`src/rtl/rr_pkg.sv`:
```
package rr_pkg;

    typedef enum logic {
        RR_HEAD = 1'b0,
        RR_LAZY = 1'b1
    } rr_mode_e;

    // Trigger fraction expressed in quarters of the occupancy.
    function automatic logic [2:0] rr_quarters(input logic [1:0] code);
        return {1'b0, code} + 3'd1;
    endfunction

endpackage

```
`src/rtl/rr_lsb_pick.sv`:
```
module rr_lsb_pick #(
    parameter int W     = 4,
    parameter int IDX_W = 2
) (
    input  logic [W-1:0]     mask_i,
    output logic             found_o,
    output logic [IDX_W-1:0] idx_o
);
    always_comb begin
        idx_o = '0;
        for (int i = W - 1; i >= 0; i--) begin
            if (mask_i[i]) idx_o = IDX_W'(i);
        end
        found_o = |mask_i;
    end
endmodule

```
`src/rtl/rr_ratio_cmp.sv`:
```
module rr_ratio_cmp #(
    parameter int CNT_W = 3
) (
    input  logic [CNT_W-1:0] near_i,
    input  logic [CNT_W-1:0] occ_i,
    input  logic [1:0]       code_i,
    output logic             over_o
);
    import rr_pkg::*;
    localparam int L = CNT_W + 3;
    logic [L-1:0] lhs, rhs;
    always_comb begin
        lhs    = L'(near_i) << 2;
        rhs    = L'(occ_i) * L'(rr_quarters(code_i));
        over_o = lhs > rhs;
    end
endmodule

```
`src/rtl/rr_vc_ctrl.sv`:
```
module rr_vc_ctrl #(
    parameter int DEPTH = 4,
    parameter int RET   = 200,
    parameter int AGE_W = 8,
    parameter int IDX_W = 2,
    parameter int CNT_W = 3
) (
    input  logic             clk_i,
    input  logic             rst_ni,
    input  logic             wr_i,
    input  logic             rd_i,
    input  logic             mode_i,
    input  logic [AGE_W-1:0] thresh_i,
    input  logic [1:0]       ratio_i,
    output logic             req_o,
    output logic [IDX_W-1:0] idx_o,
    output logic [DEPTH-1:0] drop_o
);
    import rr_pkg::*;
    localparam logic [AGE_W-1:0] AGE_MAX = AGE_W'(RET);
    localparam logic [IDX_W-1:0] LAST    = IDX_W'(DEPTH - 1);

    typedef struct {
        logic [DEPTH-1:0] vld;
        logic [DEPTH-1:0] pend;
        logic [AGE_W-1:0] age [DEPTH];
        logic [IDX_W-1:0] head;
        logic [IDX_W-1:0] tail;
        logic [CNT_W-1:0] cnt;
        logic             busy;
        logic [IDX_W-1:0] bidx;
    } vc_st_t;

    vc_st_t st_d, st_q;

    logic [DEPTH-1:0] pop_m, wr_m, done_m, live_m, near_m, cand_m;
    logic [CNT_W-1:0] near_cnt;
    logic             wr_ok, pop_ok, quiet, head_hot, fire, over;
    logic             pk_found;
    logic [IDX_W-1:0] pk_idx;

    rr_lsb_pick #(.W(DEPTH), .IDX_W(IDX_W)) u_pick (
        .mask_i(cand_m), .found_o(pk_found), .idx_o(pk_idx)
    );

    rr_ratio_cmp #(.CNT_W(CNT_W)) u_ratio (
        .near_i(near_cnt), .occ_i(st_q.cnt), .code_i(ratio_i), .over_o(over)
    );

    always_comb begin
        st_d     = st_q;
        wr_ok    = wr_i && (st_q.cnt < CNT_W'(DEPTH));
        pop_ok   = rd_i && (st_q.cnt != '0);
        near_cnt = '0;
        for (int i = 0; i < DEPTH; i++) begin
            live_m[i] = st_q.vld[i] && (st_q.age[i] != AGE_MAX);
            near_m[i] = live_m[i] && ((AGE_MAX - st_q.age[i]) < thresh_i);
            pop_m[i]  = pop_ok && (st_q.head == IDX_W'(i));
            wr_m[i]   = wr_ok && (st_q.tail == IDX_W'(i));
            done_m[i] = st_q.busy && (st_q.bidx == IDX_W'(i)) && st_q.vld[i] && !pop_m[i];
            drop_o[i] = st_q.vld[i] && !pop_m[i] && !done_m[i]
                        && (st_q.age[i] == AGE_MAX - 1'b1);
            near_cnt  = near_cnt + CNT_W'(near_m[i]);
        end
        cand_m   = st_q.pend & live_m;
        quiet    = !wr_i && !rd_i && !st_q.busy;
        head_hot = (rr_mode_e'(mode_i) == RR_HEAD) && (st_q.pend == '0) && near_m[st_q.head];
        req_o    = quiet && (pk_found || head_hot);
        idx_o    = pk_found ? pk_idx : st_q.head;
        fire     = (rr_mode_e'(mode_i) == RR_LAZY) && (st_q.pend == '0) && !st_q.busy
                   && (st_q.cnt != '0) && over;

        for (int i = 0; i < DEPTH; i++) begin
            st_d.vld[i] = (st_q.vld[i] && !pop_m[i]) || wr_m[i];
            if (wr_m[i] || done_m[i])
                st_d.age[i] = '0;
            else if (st_q.vld[i] && !pop_m[i])
                st_d.age[i] = (st_q.age[i] == AGE_MAX) ? AGE_MAX : st_q.age[i] + 1'b1;
            else
                st_d.age[i] = '0;
            if (fire)
                st_d.pend[i] = st_q.vld[i] && !pop_m[i] && live_m[i];
            else
                st_d.pend[i] = st_q.pend[i] && !pop_m[i] && live_m[i]
                               && !(req_o && idx_o == IDX_W'(i));
        end
        st_d.busy = req_o;
        st_d.bidx = idx_o;
        if (pop_ok) st_d.head = (st_q.head == LAST) ? '0 : st_q.head + 1'b1;
        if (wr_ok)  st_d.tail = (st_q.tail == LAST) ? '0 : st_q.tail + 1'b1;
        st_d.cnt = st_q.cnt + CNT_W'(wr_ok) - CNT_W'(pop_ok);
    end

    always_ff @(posedge clk_i) begin
        if (!rst_ni) st_q <= '{default: '0};
        else         st_q <= st_d;
    end


    occupancy_chk: assert property (@(posedge clk_i) disable iff (!rst_ni)
        st_q.cnt <= CNT_W'(DEPTH));

    back_to_back_chk: assert property (@(posedge clk_i) disable iff (!rst_ni)
        req_o |=> !req_o);

    rewrite_done_chk: assert property (@(posedge clk_i) disable iff (!rst_ni)
        st_q.busy && !pop_m[st_q.bidx] |=> st_q.age[$past(st_q.bidx)] == '0);

    traffic_first_chk: assert property (@(posedge clk_i) disable iff (!rst_ni)
        (wr_i || rd_i) |-> !req_o);

    no_stale_req_chk: assert property (@(posedge clk_i) disable iff (!rst_ni)
        req_o |-> st_q.age[idx_o] != AGE_MAX);

    ratio_off_chk: assert property (@(posedge clk_i) disable iff (!rst_ni)
        fire |-> ratio_i != 2'd3);

    for (genvar g = 0; g < DEPTH; g++) begin : g_drop_chk

        drop_sat_chk: assert property (@(posedge clk_i) disable iff (!rst_ni)
            drop_o[g] |=> st_q.age[g] == AGE_MAX);
    end
endmodule

```
`src/rtl/rr_refresh_ctrl.sv`:
```
module rr_refresh_ctrl #(
    parameter int NUM_VC     = 2,
    parameter int DEPTH      = 4,
    parameter int RET_CYCLES = 200,
    parameter int AGE_W      = $clog2(RET_CYCLES + 1),
    parameter int IDX_W      = (DEPTH > 1) ? $clog2(DEPTH) : 1
) (
    input  logic                      clk_i,
    input  logic                      rst_ni,
    input  logic [NUM_VC-1:0]         wr_i,
    input  logic [NUM_VC-1:0]         rd_i,
    input  logic                      mode_i,
    input  logic [AGE_W-1:0]          thresh_i,
    input  logic [1:0]                ratio_i,
    output logic [NUM_VC-1:0]         rf_req_o,
    output logic [NUM_VC*IDX_W-1:0]   rf_idx_o,
    output logic [NUM_VC*DEPTH-1:0]   drop_o
);
    localparam int CNT_W = $clog2(DEPTH + 1);

    for (genvar v = 0; v < NUM_VC; v++) begin : g_vc
        rr_vc_ctrl #(
            .DEPTH(DEPTH), .RET(RET_CYCLES), .AGE_W(AGE_W),
            .IDX_W(IDX_W), .CNT_W(CNT_W)
        ) u_vc (
            .clk_i   (clk_i),
            .rst_ni  (rst_ni),
            .wr_i    (wr_i[v]),
            .rd_i    (rd_i[v]),
            .mode_i  (mode_i),
            .thresh_i(thresh_i),
            .ratio_i (ratio_i),
            .req_o   (rf_req_o[v]),
            .idx_o   (rf_idx_o[v*IDX_W +: IDX_W]),
            .drop_o  (drop_o[v*DEPTH +: DEPTH])
        );
    end
endmodule

```
`config.mk`:
```
export PLATFORM = sky130hd
export DESIGN_NAME = rr_refresh_ctrl
export DESIGN_NICKNAME = d
export VERILOG_FILES = /design/src/rtl/rr_pkg.sv /design/src/rtl/rr_lsb_pick.sv /design/src/rtl/rr_ratio_cmp.sv /design/src/rtl/rr_vc_ctrl.sv /design/src/rtl/rr_refresh_ctrl.sv
export SDC_FILE = /design/constraint.sdc
export NUM_CORES = 1
export LEC_CHECK = 0
export BUFFER_PORTS_ARGS = -buffer_cell sky130_fd_sc_hd__buf_2
export CAP_MARGIN = 40
export CORE_ASPECT_RATIO = 0.5
export CORE_MARGIN = 1.5
export CORE_UTILIZATION = 57
export CTS_BUF_LIST = sky130_fd_sc_hd__clkbuf_16
export CTS_CLUSTER_SIZE = 16
export DETAILED_ROUTE_END_ITERATION = 12
export PLACE_DENSITY = 0.83
export SKIP_CTS_REPAIR_TIMING = 1
export SYNTH_ARGS = -nofsm -noshare
export SYNTH_HDL_FRONTEND = slang
export SYNTH_SLANG_ARGS = --single-unit
```
`constraint.sdc`:
```
create_clock -name clk_i -period 3.8 [get_ports clk_i]
set_input_delay 0.57 -clock clk_i [delete_from_list [all_inputs] [get_ports clk_i]]
set_output_delay 0.57 -clock clk_i [all_outputs]
set_load 0.05 [all_outputs]
```
# Yosys cells after proc, flatten, opt, wreduce, memory -nomap -nowiden
# Cells that the tools add are included.
# op_classes
n_mul	2
muxes	34
bitwise_logic	12
n_addsub	31
magnitude_cmp	14
shifts	0
div_mod_pow	0
n_eq_ne	48
n_reduce_logical	220
# op_table
operator	n
$logic_and 1x1->1	142
$eq 8x8->1 const B	16
$add 8x1->8 const B	8
$lt 8x8->1	8
$mux 8	8
$ne 8x8->1 const B	8
$sub 8x8->8 const A	8
$reduce_or 4->1	10
$eq 2x2->1 const B	16
$logic_not 1->1	30
$mux 2	14
$reduce_or 3->1	8
$add 3x1->3	6
$logic_or 1x1->1	18
$eq 2x1->1 const B	8
$logic_not 2->1	8
$gt 5x6->1	2
$mul 3x3->6	2
$mux 1	10
$not 1->1	10
$add 2x1->2 const B	4
$and 4x4->4	2
$logic_not 4->1	2
$lt 2x3->1 const B	2
other kinds (6)	11
# word_totals
mem_bits_rw	0
input_bits	17
elab_cells	391
memories	0
regBits	100
mem_bits_ro	0
out_inout_bits	14
latch_bits	0

# Depth between registers and ports, before layout
# logic_depth
ltp_word	13
ltp_mapped	22

# Hierarchy
# A second synthesis with hierarchy kept.
# hier_totals
hier_cells	970
hier_area_um2	7950.1
# modules_own_cells
module	area_each_um2	cells_each	instances
rr_vc_ctrl	3661.0	445	2
rr_ratio_cmp	279.0	33	2
rr_lsb_pick	35.0	7	2

# Least setup slack after synthesis
# OpenSTA, ideal clock, no wires.
# synth_timing
path_type	register to register
startpoint	reg g_vc[0].u_vc.st_q[28] (netlist name)
endpoint	reg g_vc[0].u_vc.st_q[44] (netlist name)
t_required_ps	3726
arrival_time_ps	4053
path_slack_ps	-327
period_less_slack_ps	4127
stages_incl_launch_ff	20
n_path_buf	1
cell_sequence	dfxtp_1 -> clkbuf_1 -> o31a_1 -> nor2_1 -> xnor2_1 -> ha_1 -> a211oi_1 -> o21bai_1 -> a211oi_1 -> ha_1 -> fa_1 -> ha_1 -> ha_1 -> and4b_1 -> o21ai_0 -> nand3_1 -> or3_1 -> nor4_1 -> a41oi_1 -> a31oi_1
# synth_between
elab_chain_cells	12
# synth_rtl
item	line	text
from (decl)	rr_vc_ctrl.sv:34	vc_st_t st_d, st_q;
from (signal assigned)	rr_vc_ctrl.sv:96	else st_q <= st_d;
branches (longest 11 deep; another with $sub 8x8->8)	n/a	
$mux 1 (*)	rr_vc_ctrl.sv:81	if (fire)
# Mark *: on every way between the ends. The select of a mux whose other input is x is not followed.
# A chain may end at the register's enable or synchronous reset.

# Worst setup path in the final report
# layout_timing
startpoint	reg g_vc[1].u_vc.st_q[34] (netlist name)
endpoint	reg g_vc[1].u_vc.st_q[43] (netlist name)
# layout_between
elab_chain_cells	12
# layout_rtl
item	line
from (decl)	rr_vc_ctrl.sv:34
from (signal assigned)	rr_vc_ctrl.sv:96
branches (longest 11 deep; another with $sub 8x8->8)	n/a
$mux 1 (*)	rr_vc_ctrl.sv:81
# Marks and branches as above.

==> results.md <==
* Clk sinks at 100
* Post-synth cell types at 62
* WHS Path Cells at 3
* Setup_tns at -3.01 ns
* Die W at 167 um
* Vias in the first global route at 7118
* Max-Cap Viols at 0
* Largest register by flop count: g_vc.u_vc.st_q
* Startpoint Class: register
* Max reg flops at 100
* Final Critical Period at 4.30 ns
* Layout cells sized above 1 at 23.2%
* DR pass1 iterations at 7
* CTS clk-pin slew, worst paths at 0.08 ns
* Slew @ Worst Pin at 0.723 ns
* Most instantiated cells after synthesis: nor2_1, ha_1, dfxtp_1, inv_1, nand2_1
* DRC at 0
* Final slew viol count at 0
* Port Buffers at 30
* Synth area leaders: dfxtp_1, ha_1, nor2_1
* First-pass GRT wire length at 33900 um
* Initial Util at 59.4%
* Worst min path class: input pin to register
* Pin count of the biggest net entering global routing at 29
* Core area at 0.0129 sq mm
* Synthesized area at 0.00766 sq mm
* Post-route setup slack at -0.501 ns
* Critical setup path kind: register to register
* Pre-CTS WS at -0.467 ns
* Vias at 7512
* Clk_skew at 0.00997 ns
* Antenna violations before repair at 0
* Final antenna-violating net count at 0
* Sequential area share after synthesis at 26.1%
* Skew-Pair Late Insertion Delay at 0.36 ns
* Final Setup Violations at 9
* Lkg Pwr at 4.06 nW
* Placed Instance Area at 0.00877 sq mm
* Pwr dens at 323 mW/mm^2
* GRT Total Usage at 29.7%
* Synth area leader: dfxtp_1
* Area Growth Syn to Fin at 22.9%
* Max Root-Sink Buffers at 2
* Status: finished, violations left
* CTS tree: built
* Grt ovf at 0
* Drt wl/cell at 18.0 um
* Post-Syn Area per Cell at 8.17 sq um
* Final Hold Viols at 0
* Yosys reg bits at 100
* Warnings, synthesis at 0
* DP Wirelength at 15800 um
* Num ports at 31
* Slew headroom at 51.7%
* RSZ-0062 raised after global routing: yes
* Largest regs: g_vc.u_vc.st_q (100)
* ANT cells at 0
* Max Clk Rate at 233 MHz
* Worst VDD drop at 0.000203 V
* Yosys top cell area share at 26.1%
* WP data required at 4.06 ns
* Root Driver: clkbuf_16
* Syn Nets at 1075
* Max FO, Critical Path at 3
* Violated checks: negative setup slack
* Fin area at 0.00941 sq mm
* Top_reg_cell synth: dfxtp_1
* Post-Synthesis Cells at 937
* Num CTS Buffers at 9
* Count leader, synth: nor2_1
* Net count reported at finish at 1198
* Die area at 0.0142 sq mm
* Final period util at 113%
* Post-synth ARST share at 0%
* Total Power at 3.03 mW
* H-tree depth at 3
* Iter 0 DRT Violations at 727
* Length in cells of the worst reg-to-reg path at 22
* Worst hold slack at 0.510 ns
* GP Congestion at 0.902
* Crit end category: register
* Number of synthesized flops with an enable pin at 0
* Final wirelength at 22200 um
* Std-Cell Rows at 29
* Worst EP arrival at 4.56 ns
* Filler cells at 829
* Die Ht at 85.0 um
* Drt via density at 6.09
metal layers:
metal | global-route usage (%) | part of all wire [%] | vias up
met3 | 5.74 | 7.2 | 129
met4 | 12.1 | 4.8 | 0
met5 | 0 | 0 | -
met2 | 53.6 | 47 | 390
met1 | 35.2 | 41 | 3532
li1 | - | - | 3461
layout by cell type (no fill, tap or decap), types with 4 or more instances in the layout:
cell type / count
nor2_1: 132
buf_4: 119
ha_1: 105
dfxtp_1: 93
inv_1: 65
nand2_1: 53
xor2_1: 48
xnor2_1: 47
nand3_1: 45
buf_2: 28
a21oi_1: 26
o21ai_0: 24
and3_1: 20
and2_1: 16
nor4_1: 15
nand4_1: 12
or2_2: 10
nand2b_1: 9
a211oi_2: 9
clkbuf_16: 9
a211oi_1: 8
o21bai_1: 8
ha_4: 8
nor3b_1: 7
nor3_1: 7
o31a_1: 6
o31ai_1: 6
o21ai_1: 6
a31oi_1: 6
fa_1: 6
nor2b_1: 5
o21ai_2: 5
inv_2: 5
dfxtp_2: 5
nand4bb_1: 4
a21o_1: 4
buf_6: 4
cell families (layout without fill, tap and decap cells):
logic type / Yosys count / after routing / synth area share [%]
AO/OA/AOI/OAI: 140 / 140 / 12.2
XOR/XNOR: 95 / 95 / 10.9
flip-flops: 100 / 100 / 26.1
buffers and inverters: 110 / 237 / 5.93
adder cells (fa/ha/maj): 121 / 121 / 20.6
AND/OR/NAND/NOR: 369 / 369 / 24.0
multiplexers: 2 / 2 / 0.294
metrics by stage:
stage | std cells | utilization (%)
floorplan | 937 | -
global placement | 1209 | 68.1
detailed placement | 1209 | 68.1
CTS | 1224 | 70.2
global route | 1234 | 73.0
finish | 1234 | 73.0
power by group:
part           total [mW]  internal (mW)  switching, mW
clock               0.901          0.449          0.452
sequential           1.20           1.11         0.0913
combinational       0.933          0.389          0.544
total                3.03           1.95           1.09
final cells by class:
class / instances / area (sq um) / share of cell area, %
multi-input combinational: 727 / 5550 / 58.9
sequential: 100 / 2020 / 21.4
timing repair buffer: 152 / 1100 / 11.7
inverter: 70 / 263 / 2.79
clock buffer: 9 / 225 / 2.39
tap: 170 / 213 / 2.26
clock inverter: 6 / 47.5 / 0.505
path summary, 6_finish.rpt:
path	from	slack, ns	end
worst max register to register	g_vc[1].u_vc.st_q[34]	-0.50	g_vc[1].u_vc.st_q[43]
worst min register to register	g_vc[1].u_vc.st_q[47]	0.54	g_vc[1].u_vc.st_q[47]
worst min-delay path	rst_ni	0.51	g_vc[0].u_vc.st_q[47]
worst max-delay path	g_vc[1].u_vc.st_q[34]	-0.50	g_vc[1].u_vc.st_q[43]
worst max-delay path: stages, from the launching register on:
cell and delay, ns:
dfxtp_2 0.33, buf_6 0.12, nor3_4 0.19, o21bai_1 0.11, o21ai_1 0.19, xor2_1 0.19
ha_1 0.32, buf_6 0.15, nand3_2 0.06, and4_1 0.21, o21ai_2 0.08, nor2_1 0.14
ha_1 0.28, fa_2 0.38, ha_4 0.23, ha_4 0.26, a21o_1 0.11, a21oi_2 0.05
nor3_1 0.15, nand3_1 0.17, inv_2 0.11, o2111ai_1 0.13, a211oi_1 0.24
Power figures use the tool's default switching activity.
